$ cat src/rtl/trig_pkg.sv
package trig_pkg;
  localparam int unsigned DEF_WORD_W  = 128;
  localparam int unsigned DEF_CHUNK_W = 16;

  typedef struct packed {
    logic armed;  // set only by reset
    logic held;   // one-cycle extension after a match
  } trig_flags_t;

  localparam trig_flags_t FLAGS_ARMED = '{armed: 1'b1, held: 1'b0};
  localparam trig_flags_t FLAGS_HELD  = '{armed: 1'b0, held: 1'b1};
  localparam trig_flags_t FLAGS_IDLE  = '{armed: 1'b0, held: 1'b0};
endpackage

$ cat src/rtl/ones_detect.sv
module ones_detect #(
  parameter int unsigned WORD_W  = trig_pkg::DEF_WORD_W,
  parameter int unsigned CHUNK_W = trig_pkg::DEF_CHUNK_W
) (
  input  logic [WORD_W-1:0] word_i,
  output logic              all_ones_o
);
  localparam int unsigned NUM_CHUNKS = (WORD_W + CHUNK_W - 1) / CHUNK_W;
  localparam int unsigned PAD_W      = NUM_CHUNKS * CHUNK_W;

  logic [PAD_W-1:0]      padded;
  logic [NUM_CHUNKS-1:0] chunk_full;

  // unused top bits of the last chunk are padded with ones
  generate
    if (PAD_W == WORD_W) begin : g_nopad
      assign padded = word_i;
    end else begin : g_pad
      assign padded = {{(PAD_W-WORD_W){1'b1}}, word_i};
    end
  endgenerate

  generate
    for (genvar c = 0; c < NUM_CHUNKS; c++) begin : g_chunk
      assign chunk_full[c] = &padded[c*CHUNK_W +: CHUNK_W];
    end
  endgenerate

  assign all_ones_o = &chunk_full;
endmodule

$ cat src/rtl/flag_ctrl.sv
module flag_ctrl
  import trig_pkg::*;
(
  input  logic        clk,
  input  logic        rst,
  input  logic        match_i,
  output trig_flags_t flags_o
);
  trig_flags_t flags_q, flags_d;

  always_comb begin
    if (flags_q.armed && match_i) begin
      flags_d = FLAGS_HELD;
    end else begin
      flags_d = FLAGS_IDLE;
    end
  end

  always_ff @(posedge clk) begin
    if (rst) begin
      flags_q <= FLAGS_ARMED;
    end else begin
      flags_q <= flags_d;
    end
  end

  assign flags_o = flags_q;
endmodule

$ cat src/rtl/pulse_arm_trigger.sv
module pulse_arm_trigger
  import trig_pkg::*;
#(
  parameter int unsigned WORD_W  = DEF_WORD_W,
  parameter int unsigned CHUNK_W = DEF_CHUNK_W
) (
  input  logic              clk,
  input  logic              rst,
  input  logic [WORD_W-1:0] word_in,
  output logic              trig_out,
  output logic              match_out
);
  logic        hit;
  trig_flags_t flags;
  logic        armed_q;
  logic        held_q;

  ones_detect #(.WORD_W(WORD_W), .CHUNK_W(CHUNK_W)) u_detect (
    .word_i     (word_in),
    .all_ones_o (hit)
  );

  flag_ctrl u_flags (
    .clk     (clk),
    .rst     (rst),
    .match_i (hit),
    .flags_o (flags)
  );

  assign armed_q   = flags.armed;
  assign held_q    = flags.held;
  assign trig_out  = armed_q | held_q;
  assign match_out = hit;
endmodule

$ cat config.mk
export PLATFORM = sky130hd
export DESIGN_NAME = pulse_arm_trigger
export DESIGN_NICKNAME = d
export VERILOG_FILES = /design/src/rtl/trig_pkg.sv /design/src/rtl/ones_detect.sv /design/src/rtl/flag_ctrl.sv /design/src/rtl/pulse_arm_trigger.sv
export SDC_FILE = /design/constraint.sdc
export NUM_CORES = 1
export LEC_CHECK = 0
export ABC_AREA = 1
export BUFFER_PORTS_ARGS = -buffer_cell sky130_fd_sc_hd__clkbuf_2
export CORE_ASPECT_RATIO = 1.4
export CORE_MARGIN = 1.5
export CORE_UTILIZATION = 22
export CTS_BUF_LIST = sky130_fd_sc_hd__clkbuf_8 sky130_fd_sc_hd__clkbuf_16
export DETAILED_ROUTE_END_ITERATION = 8
export PLACE_DENSITY = 0.81
export SLEW_MARGIN = 40
export SYNTH_ARGS = -nofsm -noshare
export SYNTH_HDL_FRONTEND = slang
export SYNTH_SLANG_ARGS = --single-unit
$ cat constraint.sdc
create_clock -name clk -period 1.2 [get_ports clk]
set_input_delay 0.24 -clock clk [delete_from_list [all_inputs] [get_ports clk]]
set_output_delay 0.24 -clock clk [all_outputs]
set_load 0.005 [all_outputs]
Word-level counts from Yosys, hierarchy flattened
Cells that the tools add are included.
W data, S select, Z words.

word-level totals
  flip-flop bits (word level) = 2
  input port bits = 130
  output and inout bits = 2
  logic and storage cells = 6

operators by class
  mux-type cells = 1
  bitwise gates (word level) = 1
  reductions and logical operators = 2

operators with widths
  kind                 count
  $reduce_and A128 Y1  1
  $logic_and A1 B1 Y1  1
  $mux W1              1
  $or A1 B1 Y1         1

Longest topological paths before layout
  word-level depth = 3
  mapped depth = 8
  gate-level depth less buffers = 8

By module
Synthesis repeated with hierarchy kept, for this count alone.

second synthesis, totals
  cells, all modules = 98
  area, all modules = 465.4 um^2

modules (own cells, without submodules)
  module             times used  cells an instance  area each (um^2)  seq. area each (um^2)
  ones_detect        1           91                 404.1             0.0
  flag_ctrl          1           4                  50.0              40.0
  pulse_arm_trigger  1           3                  11.3              0.0

Worst setup path before layout
No wires, ideal clock.

  path kind = input port to output port
  start = input port word_in[4]
  end = output port match_out
  arrival = 774 ps
  required time = 960 ps
  path slack = 186 ps
  cell stages on the path = 8
  path buffers = 0
  path through = nand2_1 -> nor2_1 -> nand2_1 -> nor2_1 -> nand2_1 -> nor2_1 -> nand2_1 -> inv_1

between the ends
  longest elaborated chain between the ends = 1

ends and longest elaborated chain
  what                 line                     RTL
  start, declared      pulse_arm_trigger.sv:9   input logic [WORD_W-1:0] word_in,
  $reduce_and A128 Y1  ones_detect.sv:29        assign all_ones_o = &chunk_full;
  end, declared        pulse_arm_trigger.sv:11  output logic match_out

No other way between the ends.

Worst setup path in the final report
  start = input port word_in[12]
  end = output port match_out

The elaborated chain is that of the path after synthesis.

==> results.toml <==
[placed_design]
place_ws_ns = -0.0986
place_area_um2 = 1230
dp_cells = 289
hpwl_um = 2120
gp_congestion = 0.716
numPortBuffers = 131

[timing]
layout_setup_ws_ns = -0.0455
rsz0062_at_grt = "true"
finalClockSkew_ns = 0.00130
post-route-min-period_ns = 1.25
timing.final.max_slew_violations = 0
fmax_ghz = 0.803
worst_slew_pin_slew_ns = 0.0960
slew_headroom = 0.936
fin_crit_sh = 1.04
setup_violations = 1
finalHoldViolations = 0

[finish]
layout_commonest_cell = "clkbuf_2"
finalCoreUtilization = 0.562
finalNonFillerCells = 293
diodes = 0
area_growth_pct = 146
fillers = 265
largest_reg_flops = 2
multi_input_area_um2 = 515
regArea_um2 = 40.0
fin_area_um2 = 1330
drive_gt1_frac = 0.544
layout_common_cells = "clkbuf_2 (126), nand2_1 (81), nor2_1 (38)"
fin_nets = 402

[routing]
via_per_inst = 4.19
num_vias = 1228
drt_iter0_drc = 9
route.detailed.drc = 0
wire_per_inst_um = 7.70
drt_pass1_iterations = 2
wl_um = 2260
drtAntennaViolNets = 0

[worst_setup_path]
cp-end-kind = "primary output"
worstPathArrival_ns = 1.01
path_class = "input port to primary output"
worstPathMaxFanout = 2
setup.worst_path.start_class = "input port"
crit_required_ns = 0.96

[die]
initial_core_util = 0.229
design.die.area_um2 = 2770
die_h_um = 61.6
num_rows = 21
ios = 132
core_um2 = 2360
die_width_um = 44.9

[global_route]
antenna_found_initial = 0
grt_pass1_wl_um = 3330
grt.total_usage = 0.162
grt_max_degree = 3
grt_pass1_vias = 1024
grt_overflow = 0

[clock_network]
cts_sinks = 2
clock_path_buffers = 2
insertion_delay_ns = 0.21
cts_buffers = 3
hold_buffers = 0
clkTransAtPathRegs_ns = 0.03
htree_levels = 1
cts_root_buf = "clkbuf_8"
cts_tree = "yes"

[power_and_ir_drop]
peakVddDrop_uv = 283
p_per_area_nw_per_um2 = 460
power.total_uw = 611
leakagePower_uw = 0.000812

[logic_synthesis]
synth_seq_area_share = 0.0741
synth_compound_area_frac = 0
synth_top_family_by_area = "simple AND/OR/NAND/NOR gates"
synth_mux_area_frac = 0
synth_fp_nets = 264
synth-simple-area-share = 0.912
synth.distinct_cells = 6
ys_ff_latch = 2
ys_warn_count = 0
synth_xor_area_frac = 0
synthAdderAreaFrac = 0
avgSynthCellArea_um2 = 4.03
netlist_area_um2 = 541
synthCells = 134

[outcome]
outcome = "complete, but fails checks"
violations = "setup timing"

[worst_hold_path]
hp-class = "input port to flop"

[run]
cap_viol_max_count = 0
## stage by stage
stage | TNS, ns | hold WS, ns
floorplan | 0 | 0.268
global placement | -0.0709 | 0.359
detailed placement | -0.0986 | 0.365
CTS | -0.0922 | 0.152
global route | -0.162 | 0.158
finish | -0.0455 | 0.154
## Yosys cell counts
library cell | n | share of area
dfxtp_1 | 2 | 0.074
inv_1 | 2 | 0.014
nand2_1 | 86 | 0.60
nor2_1 | 42 | 0.29
nor2_2 | 1 | 0.012
or2_2 | 1 | 0.012
## final timing paths
path                                        end                     startpoint  cells past startpoint  slack (ns)
setup / recovery                      match_out                    word_in[12]                     10       -0.05
hold / removal    u_flags.flags_o[1]$_SDFF_PP1_                            rst                      1        0.15
setup reg to reg  u_flags.flags_o[0]$_SDFF_PP0_  u_flags.flags_o[1]$_SDFF_PP1_                      2        0.70
hold reg to reg   u_flags.flags_o[0]$_SDFF_PP0_  u_flags.flags_o[1]$_SDFF_PP1_                      2        0.44
## routing by layer
layer,global-route usage,wire (um),vias up,share of wire
li1,-,-,672,-
met1,0.129,742,468,0.33
met2,0.350,1190,86,0.53
met3,0.0411,304,2,0.13
met4,0.0672,17,0,0.0075
met5,0,0,-,0
## logic make-up (layout without fill, tap and decap cells)
group	after synthesis	after routing
buffers and inverters	2	138
DFF	2	2
and+or+nand+nor	130	130
## critical path: stages
cell and delay (ns):
clkbuf_2 0.08, nand2_1 0.04, nor2_1 0.09, nand2_1 0.05, nor2_1 0.10, nand2_1 0.07
nor2_2 0.10, nand2_1 0.07, inv_1 0.05, buf_2 0.11
## repair_timing
action | in CTS | in global routing
endpoints found under the setup margin | 1 | 2
hold endpoints to repair | 0 | 0
buffers inserted | 1 | 1
pin swaps | 4 | 24
gates resized for setup | 0 | 14
## report_power, final
| group | switching (uW) | internal, uW |
|---|---|---|
| clock | 46.0 | 211 |
| combinational | 94.8 | 188 |
| sequential | 0.801 | 68.9 |
| total | 142 | 469 |
## layout make-up
cell class	instances	area share
Timing Repair Buffer	133	0.524
Clock buffer	3	0.0311
Sequential cell	2	0.0301
Inverter	2	0.00565
Tap cell	23	0.0217
Multi-Input combinational cell	130	0.388
Note: power is estimated with default switching activity, not from simulation.
